**config.mk**
```make
export PLATFORM = sky130hd
export DESIGN_NAME = synth_cfg_loader
export DESIGN_NICKNAME = d
export VERILOG_FILES = /design/src/rtl/cfg_loader_pkg.sv /design/src/rtl/cfg_sync.sv /design/src/rtl/cfg_ctrl.sv /design/src/rtl/cfg_datapath.sv /design/src/rtl/synth_cfg_loader.sv
export SDC_FILE = /design/constraint.sdc
export NUM_CORES = 1
export LEC_CHECK = 0
export ABC_AREA = 1
export BUFFER_PORTS_ARGS = -buffer_cell sky130_fd_sc_hd__buf_2
export CAP_MARGIN = 20
export CORE_UTILIZATION = 56
export CTS_CLUSTER_SIZE = 24
export DETAILED_ROUTE_END_ITERATION = 16
export MAX_ROUTING_LAYER = met4
export PLACE_DENSITY = 0.8
export SLEW_MARGIN = 20
export SYNTH_ARGS = -nofsm -noshare
export SYNTH_HDL_FRONTEND = slang
export SYNTH_SLANG_ARGS = --single-unit
export TNS_END_PERCENT = 20
```
**constraint.sdc**
```tcl
create_clock -name clk -period 3.1 [get_ports clk]
set_clock_uncertainty 0.1 [all_clocks]
set_input_delay 0.465 -clock clk [delete_from_list [all_inputs] [get_ports clk]]
set_output_delay 0.465 -clock clk [all_outputs]
set_load 0.01 [all_outputs]
```
**src/rtl/cfg_loader_pkg.sv**
```systemverilog
package cfg_loader_pkg;
  parameter int M_W = 9;
  parameter int N_W = 2;
  parameter int T_W = 3;
  parameter int SYNC_STAGES = 2;
  localparam int WORD_W = T_W + N_W + M_W;
  localparam int RATIO_W = (1 << N_W) + 1;

  typedef struct packed {
    logic parLevel;   // synchronized level of the parallel strobe
    logic parCommit;  // parallel capture this cycle
    logic serCommit;  // serial commit this cycle (already arbitrated)
    logic shiftEn;    // shift one serial bit this cycle
  } ctrlStrobes_t;
endpackage

```
**src/rtl/cfg_sync.sv**
```systemverilog
module cfg_sync #(
  parameter int STAGES = 2,
  parameter logic RST_VAL = 1'b0
) (
  input  logic clk,
  input  logic rstN,
  input  logic d,
  output logic q
);
  logic [STAGES-1:0] chain;

  always_ff @(posedge clk or negedge rstN) begin
    if (!rstN) chain <= {STAGES{RST_VAL}};
    else       chain <= {chain[STAGES-2:0], d};
  end

  assign q = chain[STAGES-1];
endmodule

```
**src/rtl/cfg_ctrl.sv**
```systemverilog
module cfg_ctrl
  import cfg_loader_pkg::*;
(
  input  logic         clk,
  input  logic         rstN,
  input  logic         parLoadN,
  input  logic         serClk,
  input  logic         serLoad,
  input  logic         serData,
  output ctrlStrobes_t strobes,
  output logic         serBit
);
  localparam int NUM_IN = 4;
  localparam logic [NUM_IN-1:0] RST_LEVELS = 4'b0001;  // parLoadN idles high

  logic [NUM_IN-1:0] rawIn;
  logic [NUM_IN-1:0] syncIn;
  logic [NUM_IN-1:0] prevIn;

  assign rawIn = {serData, serLoad, serClk, parLoadN};

  for (genvar i = 0; i < NUM_IN; i++) begin : g_sync
    cfg_sync #(.STAGES(SYNC_STAGES), .RST_VAL(RST_LEVELS[i])) uSync (
      .clk (clk),
      .rstN(rstN),
      .d   (rawIn[i]),
      .q   (syncIn[i])
    );
  end

  always_ff @(posedge clk or negedge rstN) begin
    if (!rstN) prevIn <= RST_LEVELS;
    else       prevIn <= syncIn;
  end

  logic parRise, serClkRise, serLoadFall;
  assign parRise     = syncIn[0] & ~prevIn[0];
  assign serClkRise  = syncIn[1] & ~prevIn[1];
  assign serLoadFall = ~syncIn[2] & prevIn[2];

  always_comb begin
    strobes.parLevel  = syncIn[0];
    strobes.parCommit = parRise;
    strobes.serCommit = serLoadFall & syncIn[0] & ~parRise;
    strobes.shiftEn   = serClkRise;
  end

  assign serBit = syncIn[3];
endmodule

```
**src/rtl/cfg_datapath.sv**
```systemverilog
module cfg_datapath
  import cfg_loader_pkg::*;
(
  input  logic               clk,
  input  logic               rstN,
  input  ctrlStrobes_t       strobes,
  input  logic               serBit,
  input  logic [M_W-1:0]     parM,
  input  logic [N_W-1:0]     parN,
  output logic [M_W-1:0]     cfgM,
  output logic [N_W-1:0]     cfgN,
  output logic [T_W-1:0]     cfgT,
  output logic [RATIO_W-1:0] divRatio
);
  logic [WORD_W-1:0] shiftReg;

  always_ff @(posedge clk or negedge rstN) begin
    if (!rstN)                shiftReg <= '0;
    else if (strobes.shiftEn) shiftReg <= {shiftReg[WORD_W-2:0], serBit};
  end

  always_ff @(posedge clk or negedge rstN) begin
    if (!rstN) begin
      cfgM <= '1;
      cfgN <= '1;
      cfgT <= '1;
    end else if (strobes.parCommit) begin
      cfgM <= parM;
      cfgN <= parN;
    end else if (strobes.serCommit) begin
      cfgT <= shiftReg[WORD_W-1 -: T_W];
      cfgN <= shiftReg[M_W +: N_W];
      cfgM <= shiftReg[M_W-1:0];
    end
  end

  assign divRatio = RATIO_W'(2) << cfgN;
endmodule

```
**src/rtl/synth_cfg_loader.sv**
```systemverilog
module synth_cfg_loader
  import cfg_loader_pkg::*;
(
  input  logic               clk,
  input  logic               rstN,
  input  logic               parLoadN,
  input  logic [M_W-1:0]     parM,
  input  logic [N_W-1:0]     parN,
  input  logic               serClk,
  input  logic               serData,
  input  logic               serLoad,
  output logic [M_W-1:0]     cfgM,
  output logic [N_W-1:0]     cfgN,
  output logic [T_W-1:0]     cfgT,
  output logic [RATIO_W-1:0] divRatio
);
  ctrlStrobes_t strobes;
  logic serBit;

  cfg_ctrl uCtrl (
    .clk     (clk),
    .rstN    (rstN),
    .parLoadN(parLoadN),
    .serClk  (serClk),
    .serLoad (serLoad),
    .serData (serData),
    .strobes (strobes),
    .serBit  (serBit)
  );

  cfg_datapath uData (
    .clk     (clk),
    .rstN    (rstN),
    .strobes (strobes),
    .serBit  (serBit),
    .parM    (parM),
    .parN    (parN),
    .cfgM    (cfgM),
    .cfgN    (cfgN),
    .cfgT    (cfgT),
    .divRatio(divRatio)
  );
endmodule

```
==> summary.md, run 1 <==
| Metric | Value |
|---|---|
| Post-synth EDFFs | `0` |
| RSZ-0062 raised after global routing | `false` |
| Die Wd | `~56 um` |
| DP Wirelength | `about 2100 um` |
| Maxcap violations | `0` |
| Synth cell count leaders | `nand2_1, nand3_1, dfrtp_1, dfstp_2, inv_1` |
| Sequential area share after synthesis | `0.6217` |
| Comb pwr share | `0.162` |
| Reg area | `between 900 and 1000 um2` |
| Setup slack after layout | `around 1.3 ns` |
| Clock sink count | `39` |
| Slew @ Worst Pin | `between 0.8 and 0.9 ns` |
| Mapped Area | `about 1600 um2` |
| Top area cells in the synthesized netlist | `dfrtp_1, dfstp_2, nand2_1` |
| Fin crit period | `approximately 1.8 ns` |
| Critical-path cell list | `nand3_1, nand2_1, nand2_1, nand2_1` |
| Synth Instances | `182` |
| Syn Nets | `199` |
| WP data required | `3.30 ns` |
| Final period util | `0.5738` |
| P_leak | `around 1.0 nW` |
| Setup slack, reg-to-reg | `1.32 ns` |
| Ys Warns | `0` |
| Synth Area in XOR/XNOR | `0` |
| # port buffers | `34` |
| Count leader, synth | `nand2_1` |
| Crit Reg-Reg Startpoint | `uCtrl.g_sync[0].uSync.chain[1]$_DFF_PN1_` |
| Sequential share of power | `0.517` |
| Cell variety after synth | `14` |
| Initial antenna violation count | `0` |
| Root buffer cell | `clkbuf_4` |
| CP arrival | `1.98 ns` |
| Final setup fails | `0` |
| Compound-Gate Fraction of Synth Area | `0.01248` |
| Post-Route WL | `around 3000 um` |
| DR WL/cell | `roughly 12 um` |
| Startpoint Class | `flip-flop` |
| PwrDens | `between 700 and 800 nW/um2` |
| Critical Path Slowest Stage Cell | `dfstp_2` |
| Post-route ant nets | `0` |
| Min-delay worst type | `in -> async` |
| Pins Over Slew Limit | `0` |
| Psw | `between 0.0003 and 0.0004 W` |
| Status | `complete, no violations` |
| Place WS | `around 1.3 ns` |
| Final Hold Violating Endpoints | `0` |
| Largest delay contributor family on the critical path | `simple AND/OR/NAND/NOR gates` |
| First-pass GRT wire length | `5402 um` |
| DRC errors left | `0` |
| Cell Area, Placed | `~1800 um2` |
| Max Fclk | `around 560 MHz` |
| Avg Cell Area, Syn | `8.813 um2` |
| Adder-Cell Fraction of Synth Area | `0` |
| Design area | `between 1500 and 2000 um2` |
| RePlAce Congestion | `between 0.8 and 0.9` |
| Largest net degree at the start of global routing | `40` |
| Buffers & Inverters on Critical Path | `0` |
| Synth Area in Simple Gates | `0.3105` |
| H-Tree Level Count | `2` |
| Antenna diodes | `0` |
| CTS Buf Count | `5` |
| IO Pins | `36` |
| CP Max Fanout | `15` |
| Vias per inst | `5.294` |
| Resized cells post-CTS | `0` |
| Area leader, netlist | `dfrtp_1` |
| Worst-case reg-to-reg path depth | `4` |
| Crit path top cell by count | `nand2_1` |
| Multi-input gate area | `approximately 520 um2` |
| Nets | `230` |
| Core area | `around 2700 um2` |
| RR Endpoint | `uData.cfgM[2]$_DFFE_PN1P_` |
| Hold_buf cts | `0` |
| Placement row count | `19` |
| Switching share of power | `0.2711` |
| CP Class | `reg -> reg` |
| Post-synthesis register bit count | `39` |
| Crit path largest cell delay | `a little under 0.7 ns` |
| CTS Buffer Depth | `2` |
| Clk_lat worst skew | `around 0.35 ns` |
| Mux contribution to synthesized area | `0` |
| Fillers | `between 200 and 250` |
| Layout cell share with drive strength beyond 1 | `0.2850` |
| Largest family of logic cells by synthesized area | `simple AND/OR/NAND/NOR gates` |
| Setup TNS Final | `0 ns` |
| Peak supply drop | `500.9 uV` |
| Clock slew at reported path FFs | `between 0.1 and 0.15 ns` |
| Die area | `approximately 3100 um2` |
| Worst slew margin | `0.4582` |
| Vias in the first global route | `1247` |
| Die extent in y | `approximately 56 um` |
| CTS tree | `done` |
| Setup Buffers After CTS | `0` |
| Share of the synthesized area in the top cell type | `0.3432` |
| Starting Density | `0.5867` |
| Vias | `about 1300` |
| Drt pass-1 iters | `4` |
| Primary FF master, synth | `dfrtp_1` |
| Area delta synth->final | `16.15%` |
| Total Routing Usage GR | `0.2370` |
| Initial drt markers | `43` |
| Int Power | `about 0.00095 W` |
| Hold Slack | `approximately 0.095 ns` |
| Part of the power in the clock network | `0.321` |
| Grt ovf | `0` |
| Async SR Flop Fraction | `1.000` |
| Nature of the critical path endpoint | `flip-flop` |
worst max path at each step:
stage / start / end / slack (ns) / depth (start not counted)
after floorplan: uData.cfgN[1]$_DFFE_PN1P_ / divRatio[3] / 1.76 / 2
after global placement: uCtrl.g_sync[0].uSync.chain[1]$_DFF_PN1_ / uData.cfgM[8]$_DFFE_PN1P_ / 1.42 / 4
after detailed placement: uCtrl.g_sync[0].uSync.chain[1]$_DFF_PN1_ / uData.cfgM[8]$_DFFE_PN1P_ / 1.34 / 4
after CTS: uData.cfgN[1]$_DFFE_PN1P_ / divRatio[3] / 1.31 / 3
after global routing: uCtrl.g_sync[0].uSync.chain[1]$_DFF_PN1_ / uData.cfgM[1]$_DFFE_PN1P_ / 1.13 / 4
final: uCtrl.g_sync[0].uSync.chain[1]$_DFF_PN1_ / uData.cfgM[2]$_DFFE_PN1P_ / 1.32 / 4
worst reg2reg max path, delay by kind of cell (launching register included):
kind | cells | cell delay, ns
simple gates | 4 | 0.94
flops | 1 | 0.69
routing by layer:
metal	GRT usage	vias to the layer above	wire, um
li1	-	635	-
met1	0.2779	613	1315
met2	0.3666	40	1431
met3	0.07963	9	157
met4	0.1179	0	68
met5	-	-	0
metrics by stage:
stage	utilization	cells	total power, W
floorplan	-	182	0.0008060
global placement	0.6430	237	0.0008851
detailed placement	0.6430	237	0.0008980
CTS	0.6815	245	0.001322
global route	0.6815	245	0.001381
finish	0.6815	245	0.001306
kinds of logic (layout without fill, tap and decap cells):
group	Yosys count	after routing
buf+inv	18	50
simple gates	120	120
compound gates	4	4
flops	39	39
other cells	1	1
cell usage in the layout, fill, tap and decap left out:
cell type,count
a21oi_1,2
buf_2,34
bufinv_16,2
clkbuf_4,5
clkinvlp_4,1
conb_1,1
dfrtp_1,22
dfstp_2,17
inv_1,7
inv_2,1
nand2_1,77
nand2_2,1
nand3_1,36
nor2_1,6
o21ai_0,2
layout make-up:
class,count,area share
clock inverter,3,0.03627
multi-input combinational,125,0.2801
tap,31,0.02082
clock buffer,5,0.02015
timing repair buffer,34,0.09134
inverter,8,0.01612
sequential,39,0.5353
power by group through the flow:
stage / Combinational (W) / Sequential (W) / Clock, W
floorplan: 0.000117 / 0.000689 / 0
global placement: 0.000207 / 0.000678 / 0
detailed placement: 0.000213 / 0.000685 / 0
CTS: 0.000214 / 0.000676 / 0.000432
global route: 0.000242 / 0.000689 / 0.000451
finish: 0.000212 / 0.000675 / 0.000420
registers in the layout, summed over array words and instances (netlist names):
name and count:
uCtrl.g_sync.uSync.chain 8, uCtrl.prevIn 3, uData.cfgM 9, uData.cfgN 2, uData.cfgT 3, uData.shiftReg 14
Power figures use the tool's default switching activity.
==> inputs of run 2 (changes only) <==
--- a/config.mk
+++ b/config.mk
@@ -8,11 +8,11 @@
 export ABC_AREA = 1
 export BUFFER_PORTS_ARGS = -buffer_cell sky130_fd_sc_hd__buf_2
 export CAP_MARGIN = 20
-export CORE_UTILIZATION = 56
+export CORE_UTILIZATION = 52
 export CTS_CLUSTER_SIZE = 24
 export DETAILED_ROUTE_END_ITERATION = 16
 export MAX_ROUTING_LAYER = met4
-export PLACE_DENSITY = 0.8
+export PLACE_DENSITY = 0.75
 export SLEW_MARGIN = 20
 export SYNTH_ARGS = -nofsm -noshare
 export SYNTH_HDL_FRONTEND = slang
==> constraint.sdc (replaced) <==
create_clock -name clk -period 1.7 [get_ports clk]
set_clock_uncertainty 0.1 [all_clocks]
set_input_delay 0.255 -clock clk [delete_from_list [all_inputs] [get_ports clk]]
set_output_delay 0.255 -clock clk [all_outputs]
set_load 0.01 [all_outputs]
==> summary.md, run 2 (synthesis gave the netlist of run 1 again) <==
| Metric | Value |
|---|---|
| Die area | `between 3000 and 4000 um2` |
| DR WL/cell | `around 12 um` |
| Slew @ Worst Pin | `~0.51 ns` |
| Starting Density | `0.5670` |
| Max FFs per register | `14` |
| CTS Buffer Depth | `2` |
| # port buffers | `34` |
| Clock sink count | `39` |
| IO Pins | `36` |
| Final period util | `0.9332` |
| WP data required | `roughly 1.3 ns` |
| Commonest non-fill, non-tap cell in the layout | `nand2_1` |
| Drt pass-1 iters | `12` |
| Peak supply drop | `around 630 uV` |
| RSZ-0062 raised after global routing | `false` |
| First-pass GRT wire length | `a little over 5000 um` |
| Worst slew margin | `0.6599` |
| Setup slack, reg-to-reg | `~0.19 ns` |
| Vias | `around 1300` |
| Fin crit period | `between 1.5 and 2 ns` |
| Core area | `between 2000 and 3000 um2` |
| Post-route ant nets | `0` |
| Clock slew at reported path FFs | `about 0.11 ns` |
| Area delta synth->final | `18.33%` |
| Worst-case hold path end point | `uData.cfgM[7]$_DFFE_PN1P_` |
| Startpoint Class | `flip-flop` |
| Initial antenna violation count | `0` |
| Worst-case reg-to-reg path depth | `5` |
| DP Wirelength | `roughly 2200 um` |
| Vias in the first global route | `between 1000 and 1500` |
| Total Routing Usage GR | `0.2205` |
| RR Endpoint | `uData.cfgM[3]$_DFFE_PN1P_` |
| Finished Layout Cells | `between 200 and 300` |
| Antenna diodes | `0` |
| RePlAce Congestion | `around 0.94` |
| Status | `complete, but fails checks` |
| Die Wd | `57.54 um` |
| Nets | `240` |
| CP Class | `reg -> out` |
| Root buffer cell | `clkbuf_4` |
| Placed Cells | `~240` |
| Largest net degree at the start of global routing | `40` |
| PwrDens | `1097 nW/um2` |
| Fillers | `250` |
| CTS Buf Count | `5` |
| Maxcap violations | `0` |
| DRC errors left | `3` |
| Crit Reg-Reg Startpoint | `uCtrl.prevIn[0]$_DFF_PN1_` |
| Pins Over Slew Limit | `0` |
| Initial drt markers | `65` |
| CP arrival | `1.23 ns` |
| Reg area | `between 900 and 1000 um2` |
| Clk_lat worst skew | `0.35 ns` |
| Biggest register | `uData.shiftReg` |
| Post-Route WL | `3068 um` |
| P_leak | `around 1.0 nW` |
| H-Tree Level Count | `2` |
| Die extent in y | `between 50 and 60 um` |
| Commonest non-fill, non-tap cells in the layout | `nand2_1, nand3_1, buf_2` |
| Setup Buffers After CTS | `0` |
| Util after Layout | `0.6709` |
| Placement row count | `19` |
| Multi-input gate area | `around 520 um2` |
| Hold Slack | `roughly 0.11 ns` |
| Final Hold Violating Endpoints | `0` |
| Setup TNS Final | `0 ns` |
| Min-delay worst type | `in -> reg` |
| CP Max Fanout | `6` |
| Startpoint of the worst hold path | `parM[7]` |
| CTS tree | `done` |
| Biggest regs | `uData.shiftReg (14), uData.cfgM (9), uCtrl.g_sync.uSync.chain (8)` |
| Max Fclk | `between 600 and 700 MHz` |
| Layout cell share with drive strength beyond 1 | `0.2902` |
| Violated checks | `DRC` |
| Final setup fails | `0` |
| Vias per inst | `~5.1` |
| Nature of the critical path endpoint | `output pin` |
| Grt ovf | `0` |
| Hold Path Cell Cnt | `5` |
==> run 2: changes by cell type in the layout (fill, tap and decap cells not counted), sizes merged <==
cell / change
clkbuf: +2
bufinv: -2
clkinv: +1
buf: +5
clkinvlp: -1
dlygate4sd3: +5
==> run 2: critical path: stages, from the launching register on <==
cell	delay, ns
dfstp_2	0.58
inv_1	0.06
nor2_1	0.10
buf_2	0.14
==> run 2: layout make-up <==
type                    count  area share
flip-flops and latches     39      0.5254
multi-input cells         125      0.2762
repair buffers             44      0.1358
clock buffers               7     0.02373
well taps                  31     0.02044
inverters                   8     0.01582
clock inverters             1    0.002637
==> run 2: worst max-delay path by stage <==
stage                                         start                        end  slack (ns)
after floorplan           uCtrl.prevIn[0]$_DFF_PN1_  uData.cfgM[0]$_DFFE_PN1P_        0.55
after global placement    uCtrl.prevIn[0]$_DFF_PN1_  uData.cfgM[7]$_DFFE_PN1P_        0.19
after detailed placement  uCtrl.prevIn[0]$_DFF_PN1_  uData.cfgM[4]$_DFFE_PN1P_        0.14
after CTS                 uData.cfgN[1]$_DFFE_PN1P_                divRatio[3]        0.07
after global routing      uData.cfgN[1]$_DFFE_PN1P_                divRatio[3]        0.02
final                     uData.cfgN[1]$_DFFE_PN1P_                divRatio[3]        0.11
==> run 2: through the flow <==
| stage | worst slack (ns) | cell area (um2) | power (W) |
|---|---|---|---|
| after global placement | 0.1901 | 1795 | 0.001629 |
| after detailed placement | 0.1390 | 1795 | 0.001649 |
| final | 0.1135 | 1898 | 0.002082 |
| after floorplan | 0.5459 | 1604 | 0.001470 |
| after global routing | 0.02130 | 1898 | 0.002209 |
| after CTS | 0.07350 | 1896 | 0.002106 |
==> run 2: per-layer routing <==
metal  track usage  vias to the layer above  wire length [um]
li1              -                      655                 -
met1        0.2653                      594              1434
met2        0.3405                       37              1426
met3       0.07483                        7               151
met4       0.09059                        0                55
met5             -                        -                 0
==> run 2: what timing repair did <==
item	in CTS	in global routing
hold buffers	5	0
setup endpoints to repair	0	10
gates resized for setup	0	1
hold endpoints to repair	26	0
==> run 2: power breakdown <==
part | leakage (nW) | switching, W | total, W | internal (W)
Clock | 0.0293 | 0.000285 | 0.000446 | 0.000161
Sequential | 0.450 | 0.000105 | 0.00123 | 0.00112
Combinational | 0.568 | 0.000237 | 0.000410 | 0.000173
